<file path="src/rtl/itlb_pkg.sv">
package itlb_pkg;

  // Tag word layout
  localparam int MW_VLD_BIT = 0;
  localparam int MW_USE_LSB = 6;

  // Mapping word layout
  localparam int XW_CI_BIT = 0;
  localparam int XW_SX_BIT = 1;
  localparam int XW_UX_BIT = 2;

  typedef enum logic {
    TBL_MATCH = 1'b0,
    TBL_XLATE = 1'b1
  } tbl_sel_e;

  function automatic logic exec_allowed(input logic sx, input logic ux, input logic sup);
    return sup ? sx : ux;
  endfunction

endpackage

</file>
<file path="src/rtl/itlb_store.sv">
module itlb_store
  import itlb_pkg::*;
#(
  parameter int AW        = 32,
  parameter int SETS_LOG2 = 2,
  parameter int WAYS      = 2,
  parameter int WAY_W     = 1
) (
  input  logic                        clk,
  input  logic                        rst,
  input  logic                        wr_en,
  input  logic                        wr_sel,
  input  logic [SETS_LOG2-1:0]        wr_set,
  input  logic [WAY_W-1:0]            wr_way,
  input  logic [AW-1:0]               wr_data,
  input  logic                        upd_en,
  input  logic [SETS_LOG2-1:0]        upd_set,
  input  logic [WAY_W-1:0]            upd_way,
  input  logic [SETS_LOG2-1:0]        rd_set_a,
  output logic [WAYS-1:0][AW-1:0]     match_a,
  output logic [WAYS-1:0][AW-1:0]     xlate_a,
  input  logic [SETS_LOG2-1:0]        rd_set_b,
  output logic [WAYS-1:0][AW-1:0]     match_b,
  output logic [WAYS-1:0][AW-1:0]     xlate_b,
  input  logic                        rb_sel,
  input  logic [SETS_LOG2-1:0]        rb_set,
  input  logic [WAY_W-1:0]            rb_way,
  output logic [AW-1:0]               rb_data
);

  localparam int SETS = 1 << SETS_LOG2;

  logic [AW-1:0] mw_q [SETS][WAYS];
  logic [AW-1:0] xw_q [SETS][WAYS];

  always_ff @(posedge clk) begin
    if (rst) begin
      for (int s = 0; s < SETS; s++) begin
        for (int w = 0; w < WAYS; w++) begin
          mw_q[s][w] <= '0;
          xw_q[s][w] <= '0;
        end
      end
    end else begin
      for (int s = 0; s < SETS; s++) begin
        for (int w = 0; w < WAYS; w++) begin
          if (wr_en && wr_set == SETS_LOG2'(s) && wr_way == WAY_W'(w) &&
              tbl_sel_e'(wr_sel) == TBL_XLATE) begin
            xw_q[s][w] <= wr_data;
          end
          if (wr_en && wr_set == SETS_LOG2'(s) && wr_way == WAY_W'(w) &&
              tbl_sel_e'(wr_sel) == TBL_MATCH) begin
            mw_q[s][w] <= wr_data;
          end else if (upd_en && upd_set == SETS_LOG2'(s)) begin
            if (upd_way == WAY_W'(w)) begin
              mw_q[s][w][MW_USE_LSB +: SETS_LOG2] <= '1;
            end else if (mw_q[s][w][MW_USE_LSB +: SETS_LOG2] != '0) begin
              mw_q[s][w][MW_USE_LSB +: SETS_LOG2] <=
                mw_q[s][w][MW_USE_LSB +: SETS_LOG2] - 1'b1;
            end
          end
        end
      end
    end
  end

  always_comb begin
    for (int w = 0; w < WAYS; w++) begin
      match_a[w] = mw_q[rd_set_a][w];
      xlate_a[w] = xw_q[rd_set_a][w];
      match_b[w] = mw_q[rd_set_b][w];
      xlate_b[w] = xw_q[rd_set_b][w];
    end
  end

  always_ff @(posedge clk) begin
    if (rst) begin
      rb_data <= '0;
    end else if (tbl_sel_e'(rb_sel) == TBL_MATCH) begin
      rb_data <= mw_q[rb_set][rb_way];
    end else begin
      rb_data <= xw_q[rb_set][rb_way];
    end
  end

endmodule

</file>
<file path="src/rtl/itlb_hit.sv">
module itlb_hit
  import itlb_pkg::*;
#(
  parameter int AW      = 32,
  parameter int WAYS    = 2,
  parameter int WAY_W   = 1,
  parameter int TAG_LSB = 15
) (
  input  logic [AW-1:0]           va,
  input  logic [WAYS-1:0][AW-1:0] set_match,
  output logic                    hit,
  output logic [WAY_W-1:0]        hit_way
);

  logic [WAYS-1:0] way_hit;

  for (genvar w = 0; w < WAYS; w++) begin : g_cmp
    assign way_hit[w] = set_match[w][MW_VLD_BIT] &&
                        (set_match[w][AW-1:TAG_LSB] == va[AW-1:TAG_LSB]);
  end

  // lowest numbered way wins
  always_comb begin
    hit_way = '0;
    for (int w = WAYS - 1; w >= 0; w--) begin
      if (way_hit[w]) hit_way = WAY_W'(w);
    end
  end

  assign hit = |way_hit;

endmodule

</file>
<file path="src/rtl/itlb_xlate.sv">
module itlb_xlate
  import itlb_pkg::*;
#(
  parameter int AW          = 32,
  parameter int PAGE_BITS   = 13,
  parameter int SETS_LOG2   = 2,
  parameter int WAYS        = 2,
  parameter bit MMU_PRESENT = 1'b1,
  localparam int WAY_W      = (WAYS > 1) ? $clog2(WAYS) : 1
) (
  input  logic                 clk,
  input  logic                 rst,
  input  logic                 fetch_req,
  input  logic [AW-1:0]        fetch_va,
  input  logic                 fetch_super,
  input  logic                 xlat_en,
  output logic                 out_valid,
  output logic [AW-1:0]        out_pa,
  output logic                 out_ci,
  output logic                 out_miss,
  output logic                 out_fault,
  output logic [AW-1:0]        out_va,
  input  logic                 wr_en,
  input  logic                 wr_sel,
  input  logic [SETS_LOG2-1:0] wr_set,
  input  logic [WAY_W-1:0]     wr_way,
  input  logic [AW-1:0]        wr_data,
  input  logic                 rb_sel,
  input  logic [SETS_LOG2-1:0] rb_set,
  input  logic [WAY_W-1:0]     rb_way,
  output logic [AW-1:0]        rb_data,
  input  logic [AW-1:0]        dbg_va,
  input  logic                 dbg_super,
  input  logic                 dbg_xlat_en,
  output logic [AW-1:0]        dbg_pa,
  output logic [7:0]           cfg_word
);

  localparam int TAG_LSB = PAGE_BITS + SETS_LOG2;

  // request stage
  logic          s_req;
  logic [AW-1:0] s_va;
  logic          s_sup;
  logic          s_en;

  always_ff @(posedge clk) begin
    if (rst) begin
      s_req <= 1'b0;
      s_va  <= '0;
      s_sup <= 1'b0;
      s_en  <= 1'b0;
    end else begin
      s_req <= fetch_req;
      s_va  <= fetch_va;
      s_sup <= fetch_super;
      s_en  <= xlat_en;
    end
  end

  logic [SETS_LOG2-1:0]    f_set, d_set;
  logic [WAYS-1:0][AW-1:0] f_match, f_xlate, d_match, d_xlate;
  logic                    f_hit, d_hit;
  logic [WAY_W-1:0]        f_way, d_way;
  logic                    upd_en;

  assign f_set = s_va[PAGE_BITS +: SETS_LOG2];
  assign d_set = dbg_va[PAGE_BITS +: SETS_LOG2];

  itlb_store #(
    .AW(AW), .SETS_LOG2(SETS_LOG2), .WAYS(WAYS), .WAY_W(WAY_W)
  ) u_store (
    .clk(clk), .rst(rst),
    .wr_en(wr_en), .wr_sel(wr_sel), .wr_set(wr_set), .wr_way(wr_way), .wr_data(wr_data),
    .upd_en(upd_en), .upd_set(f_set), .upd_way(f_way),
    .rd_set_a(f_set), .match_a(f_match), .xlate_a(f_xlate),
    .rd_set_b(d_set), .match_b(d_match), .xlate_b(d_xlate),
    .rb_sel(rb_sel), .rb_set(rb_set), .rb_way(rb_way), .rb_data(rb_data)
  );

  itlb_hit #(
    .AW(AW), .WAYS(WAYS), .WAY_W(WAY_W), .TAG_LSB(TAG_LSB)
  ) u_fetch_hit (
    .va(s_va), .set_match(f_match), .hit(f_hit), .hit_way(f_way)
  );

  itlb_hit #(
    .AW(AW), .WAYS(WAYS), .WAY_W(WAY_W), .TAG_LSB(TAG_LSB)
  ) u_dbg_hit (
    .va(dbg_va), .set_match(d_match), .hit(d_hit), .hit_way(d_way)
  );

  // fetch path
  logic          f_active;
  logic [AW-1:0] f_xw, f_pa;
  logic          f_ok;

  assign f_active = s_en && MMU_PRESENT;
  assign f_xw     = f_xlate[f_way];
  assign f_pa     = {f_xw[AW-1:PAGE_BITS], s_va[PAGE_BITS-1:0]};
  assign f_ok     = exec_allowed(f_xw[XW_SX_BIT], f_xw[XW_UX_BIT], s_sup);
  assign upd_en   = s_req && f_active && f_hit;

  always_ff @(posedge clk) begin
    if (rst) begin
      out_valid <= 1'b0;
      out_pa    <= '0;
      out_ci    <= 1'b0;
      out_miss  <= 1'b0;
      out_fault <= 1'b0;
      out_va    <= '0;
    end else begin
      out_valid <= s_req;
      out_va    <= s_va;
      if (!f_active) begin
        out_pa    <= s_va;
        out_ci    <= s_va[AW-1];
        out_miss  <= 1'b0;
        out_fault <= 1'b0;
      end else if (f_hit) begin
        out_pa    <= f_pa;
        out_ci    <= f_xw[XW_CI_BIT];
        out_miss  <= 1'b0;
        out_fault <= s_req && !f_ok;
      end else begin
        out_pa    <= '0;
        out_ci    <= 1'b0;
        out_miss  <= s_req;
        out_fault <= 1'b0;
      end
    end
  end

  // debug path
  logic [AW-1:0] d_xw;
  logic          d_ok;

  assign d_xw = d_xlate[d_way];
  assign d_ok = exec_allowed(d_xw[XW_SX_BIT], d_xw[XW_UX_BIT], dbg_super);

  always_ff @(posedge clk) begin
    if (rst) begin
      dbg_pa <= '0;
    end else if (!(dbg_xlat_en && MMU_PRESENT)) begin
      dbg_pa <= dbg_va;
    end else if (d_hit && d_ok) begin
      dbg_pa <= {d_xw[AW-1:PAGE_BITS], dbg_va[PAGE_BITS-1:0]};
    end else begin
      dbg_pa <= '0;
    end
  end

  assign cfg_word = {3'b000, 3'(SETS_LOG2), 2'(WAYS - 1)};

endmodule

</file>
<file path="config.mk">
export PLATFORM = sky130hd
export DESIGN_NAME = itlb_xlate
export DESIGN_NICKNAME = d
export VERILOG_FILES = /design/src/rtl/itlb_pkg.sv /design/src/rtl/itlb_store.sv /design/src/rtl/itlb_hit.sv /design/src/rtl/itlb_xlate.sv
export SDC_FILE = /design/constraint.sdc
export NUM_CORES = 1
export LEC_CHECK = 0
export ABC_CLOCK_PERIOD_IN_PS = 4100
export BUFFER_PORTS_ARGS = -buffer_cell sky130_fd_sc_hd__buf_2
export CORE_AREA = 5 5 334 172
export DETAILED_ROUTE_END_ITERATION = 12
export DIE_AREA = 0 0 339 177
export PLACE_DENSITY = 0.77
export SLEW_MARGIN = 25
export SYNTH_ARGS = -nofsm -noshare
export SYNTH_HDL_FRONTEND = slang
export SYNTH_SLANG_ARGS = --single-unit
</file>
<file path="constraint.sdc">
create_clock -name clk -period 4.1 [get_ports clk]
set_input_delay 0.82 -clock clk [delete_from_list [all_inputs] [get_ports clk]]
set_output_delay 0.82 -clock clk [all_outputs]
set_load 0.01 [all_outputs]
</file>
**Word-level counts from Yosys, hierarchy flattened**

Memory sizes are Yosys's and may differ from the RTL's. A register that Yosys moved wholly into a read port is not among the register bits.
Cells that the tools add are included.
Widths: inputs -> output; s select.

- $add $sub $neg: 8
- Magnitude comparators: 3
- Eq/ne operators: 10
- Multiplexer cells: 189
- Bitwise operators: 37
- Reductions and logical operators: 55

Operators with widths:

| operator | number |
|---|---|
| $mux 32 | 31 |
| $mux 1 | 140 |
| $eq 17x17->1 | 4 |
| $logic_and 1x1->1 | 40 |
| $mux 2 | 18 |
| $or 1x1->1 | 32 |
| $reduce_bool 2->1 | 8 |
| $sub 2x1->2 const B | 8 |
| $eq 2x2->1 const B | 4 |
| $eq 2x1->1 const B | 2 |
| $logic_not 2->1 | 2 |
| $lt 1x2->1 const B | 2 |
| $not 1->1 | 4 |
| $reduce_or 2->1 | 2 |
| $reduce_or 4->1 | 1 |
| $reduce_or 3->1 | 1 |
| $ge 2x2->1 const B | 1 |
| $not 1->2 | 1 |
| $logic_not 1->1 | 1 |

- Bits in registers: 167
- Memory bits (writable): 512
- Input bits: 112
- Output and inout port bits: 140
- Word-level logic and storage cells: 316
- Memories: 2

Memories:

| name | words | width | rd ports | clocked after Yosys merged registers in | wr ports | line | text |
|---|---|---|---|---|---|---|---|
| u_store.mw_q | 4 | 64 | 7 | 1 | 4 | itlb_store.sv:33 | `logic [AW-1:0] mw_q [SETS][WAYS];` |
| u_store.xw_q | 4 | 64 | 3 | 1 | 4 | itlb_store.sv:34 | `logic [AW-1:0] xw_q [SETS][WAYS];` |

**Depth between registers and ports, before layout**

- Depth after elaboration: 11
- Mapped depth: 13
- Depth with buffers taken out: 8

**Cells and area by module**

A second synthesis with hierarchy kept.

- Cell total of the unflattened synthesis: 2,164
- Area, all modules: 34,399.2 um^2

By module, submodules not included:

| module | instances | cells each | area each (um^2) | seq. area each (um^2) |
|---|---|---|---|---|
| itlb_store | 1 | 1,690 | 29,146.7 | 16,015.4 |
| itlb_xlate | 1 | 378 | 4,479.3 | 2,702.6 |
| itlb_hit | 2 | 48 | 386.6 | 0.0 |

**Worst setup path before layout**

Ideal clock, no wire load.

- Kind: input to register
- Start: in wr_way
- End: mem u_store.mw_q[3][38] in the netlist's numbering, data pin
- Library setup time: 0.265 ns
- Arrival time: 3.341 ns
- Data required time: 3.835 ns
- Setup slack: 0.494 ns
- Stages on the path: 7
- Path buffers: 1
- Cell sequence: clkbuf_1 -> and3b_1 -> nand2_1 -> o21bai_1 -> nor2_1 -> a22oi_1 -> o21ai_0

RTL lines:

| what | line | text |
|---|---|---|
| from (decl) | itlb_xlate.sv:26 | `input logic [WAY_W-1:0] wr_way,` |
| to (decl) | itlb_store.sv:33 |  |

==> metrics.log <==
INFO  metric cts.sink_count = 679
INFO  metric cts.path.max_buffers = 3
INFO  metric detail_route.iter0.violations = 3,592
INFO  metric numPortBuffers = 243
INFO  metric tritoncts.num_buffers = 58
INFO  metric synthDominantCellAreaShare = 0.4781
INFO  metric vias_per_cell = 6.891
INFO  metric routed-via-count = 21,320
INFO  metric setup.worst_path.class = flip-flop to flip-flop
INFO  metric worstSkewPairLatency = 0.64 ns
INFO  metric report.power.total = 15.75 mW
INFO  metric place.detailed.hpwl = 71.39 mm
INFO  metric tns = 0 ns
INFO  metric worstHoldPathType = input pin to flip-flop
INFO  metric placeableCoreArea = 0.05457 sq mm
INFO  metric leakagePower = 13.50 nW
INFO  metric grt-ovfl-total = 0
INFO  metric synth.lib_cells_used.distinct = 66
INFO  metric dominantRegCellSynth = edfxtp_1
INFO  metric worst-endpoint-arrival = 4.37 ns
INFO  metric vias_in_the_first_global_route = 20,910
INFO  metric placementRows = 61
INFO  metric ios = 252
INFO  metric dr_wl_met2 = 42.28 mm
INFO  metric cts_hold_buf = 0
INFO  metric postSynthCellCount = 2,057
INFO  metric timing.final.setup_violations = 0
INFO  metric status = complete, no violations
INFO  metric total_wire_length = 104.8 mm
INFO  metric final_hold_vios = 0
INFO  metric min_period = 3.811 ns
INFO  metric routability_congestion_estimate_from_global_placement = 1.027
INFO  metric worst-r2r-setup-slack = 0.29 ns
INFO  metric number_of_enable_type_register_cells_in_the_synthesized_netlist = 512
INFO  metric syn_to_final_growth = 14.30%
INFO  metric dieArea = 0.06000 sq mm
INFO  metric placedInstanceArea = 0.03478 sq mm
INFO  metric ctsRootBufferMaster = clkbuf_16
INFO  metric worst_setup_hold_path_clk_slew = 0.07 ns
INFO  metric timing.critical_path.to_type = flip-flop
INFO  metric synth-seq-cells = 679
INFO  metric drt-met1-wl = 39.08 mm
INFO  metric dieWidth = 339 um
INFO  metric post_syn_area = 0.03216 sq mm
INFO  metric die_h = 177 um
INFO  metric power.density_cell_area = 428.6 mW/mm^2
INFO  metric postLayoutCellArea = 0.03676 sq mm
INFO  metric required_time_reported_for_the_critical_path_endpoint = 4.66 ns
INFO  metric vdd.ir_drop.worst = 0.3090 mV
INFO  metric unrepaired_setup_endpoints_after_global_routing = false
INFO  metric slew_headroom = 0.3966
INFO  metric worst_setup_path_start_kind = flip-flop
INFO  metric post_route_skew = 0.02624 ns
INFO  metric slew_viol_final = 0
INFO  metric drt_first_pass_iters = 6
INFO  metric synth.avg_cell_area = 15.63 sq um
INFO  metric drive_gt1_frac = 0.3297
INFO  metric route.detailed.wl_per_inst = 33.88 um
INFO  metric postRouteAntennaNets = 0
INFO  metric ranking_of_synthesized_cells_by_area = edfxtp_1 48%, mux4_2 21%, dfxtp_1 10%
INFO  metric grt_antenna_before_repair = 8
INFO  metric maxClockFrequency = 0.2624 GHz
INFO  metric critical_path.max_fanout = 26
INFO  metric cap_viol_max_count = 0
INFO  metric insertedDiodeCount = 0
INFO  metric highest-signal-layer = met5
INFO  metric synth_top_area_cell = edfxtp_1
INFO  metric cts_tree = built
INFO  metric max_h_tree_level = 2
INFO  metric synth.yosys.warnings = 0
INFO  metric starting_density = 0.5893
INFO  metric final.period_utilization = 0.9295
INFO  metric global_route_wire_length_before_repair = 149.6 mm
INFO  metric nets = 2,439
INFO  metric wire_length_on_met3 = 20.72 mm
INFO  metric postSynth.asyncResetShare = 0
INFO  metric groute.usage.overall = 0.3485
INFO  metric drc = 0
INFO  metric synth_seq_area_share = 0.5820
INFO  metric worst_slew_pin_slew = 0.9027 ns
INFO  metric grt_max_degree = 70
INFO  metric fillers = 3,683
## state kept, by name, indices dropped and copies added, names as in the netlist
| signal | count |
|---|---|
| out_pa | 32 |
| s_sup | 1 |
| out_ci | 1 |
| out_va | 32 |
| u_store.xw_q | 256 |
| out_valid | 1 |
| u_store.rb_data | 32 |
| s_req | 1 |
| s_va | 32 |
| dbg_pa | 32 |
| out_miss | 1 |
| u_store.mw_q | 256 |
| f_active | 1 |
| out_fault | 1 |
## metal layers
layer	vias up	GRT usage
li1	8398	-
met3	207	0.1876
met5	-	0
met4	4	0.07699
met2	1929	0.4688
met1	10780	0.5035
## final cells by class
type / instances / area [sq um] / share of cell area
sequential: 679 / 18730 / 0.5094
tap: 724 / 905.9 / 0.02464
clock inverter: 35 / 384.1 / 0.01045
multi-input combinational: 1197 / 12730 / 0.3464
clock buffer: 75 / 1585 / 0.04313
inverter: 41 / 153.9 / 0.004187
timing repair buffer: 342 / 2270 / 0.06174
## cells by family (layout without fill, tap and decap cells)
group,after synthesis,in the layout,synth area share
AOI/OAI and AO/OA,125,125,0.02611
buffers and inverters,187,493,0.02603
other,2,8,0.0002335
adders and majority gates,8,8,0.003112
xor gates and xnor gates,70,70,0.01906
DFF,679,679,0.5820
muxes,354,354,0.2282
and+or+nand+nor,632,632,0.1152
## per-stage QoR
| step | std cells | util | setup slack, ns | hold slack (ns) |
|---|---|---|---|---|
| 2_1_floorplan | 2063 | - | 0.4940 | 0.4405 |
| 4_1_cts | 3093 | 0.6735 | 0.2867 | 0.3615 |
| 3_5_place_dp | 2983 | 0.6374 | 0.1916 | 0.4522 |
| 6_report | 3093 | 0.6736 | 0.2890 | 0.3804 |
| 5_1_grt | 3093 | 0.6736 | 0.2178 | 0.3718 |
| 3_3_place_gp | 2983 | 0.6374 | 0.2482 | 0.4466 |
## critical path, stage by stage, from the launching register on
cell	delay, ns
dfxtp_4	0.70
buf_12	0.26
mux4_2	0.54
xor2_1	0.18
a211oi_1	0.49
nand4_1	0.23
nand2b_4	0.33
nand2b_1	0.23
a311oi_2	0.49
buf_4	0.23
## cell usage in the layout, fill, tap and decap left out, types with 5 or more instances in the layout
cell / synthesis / final
bufinv_16: 0 / 7
inv_1: 41 / 41
o21ai_0: 20 / 20
buf_4: 13 / 79
nand3_1: 7 / 7
buf_2: 21 / 238
a311oi_1: 10 / 9
dfxtp_1: 167 / 165
mux2i_1: 47 / 47
buf_12: 0 / 23
nand2_1: 66 / 66
xor2_1: 28 / 28
nor2b_1: 148 / 148
clkbuf_8: 0 / 8
edfxtp_1: 512 / 512
nor3_1: 17 / 15
inv_6: 0 / 5
a21oi_1: 21 / 21
o21bai_4: 0 / 5
mux4_2: 303 / 303
and3_1: 18 / 18
clkinv_2: 0 / 14
nor4_1: 6 / 6
clkbuf_16: 0 / 58
o21bai_1: 10 / 5
nor2_1: 44 / 37
a22oi_1: 6 / 6
nand2b_1: 10 / 10
and2_1: 285 / 285
nand4_1: 10 / 10
nor2_2: 1 / 8
clkbuf_1: 82 / 10
conb_1: 2 / 8
o21ai_1: 20 / 20
xnor2_1: 42 / 42
ha_1: 8 / 8
a211oi_1: 6 / 6
## cell usage after synthesis, types with 21 or more instances
library cell,count
buf_2,21
nor2_1,44
mux2i_1,47
dfxtp_1,167
nand2_1,66
buf_1,22
and2_1,285
a21oi_1,21
edfxtp_1,512
clkbuf_1,82
xnor2_1,42
xor2_1,28
inv_1,41
mux4_2,303
nor2b_1,148
## final timing paths
kind / depth (start not counted) / start / to
max: 9 / s_va[13]$_SDFF_PP0_ / out_pa[29]$_SDFF_PP0_
min: 2 / dbg_va[11] / dbg_pa[11]$_SDFF_PP0_
max reg2reg: 9 / s_va[13]$_SDFF_PP0_ / out_pa[29]$_SDFF_PP0_
min reg2reg: 1 / s_va[7]$_SDFF_PP0_ / out_va[7]$_SDFF_PP0_
## where the power goes
group	internal [mW]	leakage [nW]	switching [mW]	total [mW]
logic	0.854	6.08	1.02	1.87
registers	7.78	6.43	0.284	8.06
clock network	3.19	0.980	2.63	5.82
## repair_timing
action | 4_1_cts | 5_1_grt
buffers inserted | 0 | 0
gates resized for setup | 0 | 1
setup endpoints to repair | 0 | 1
Note: power is estimated with default switching activity, not from simulation.
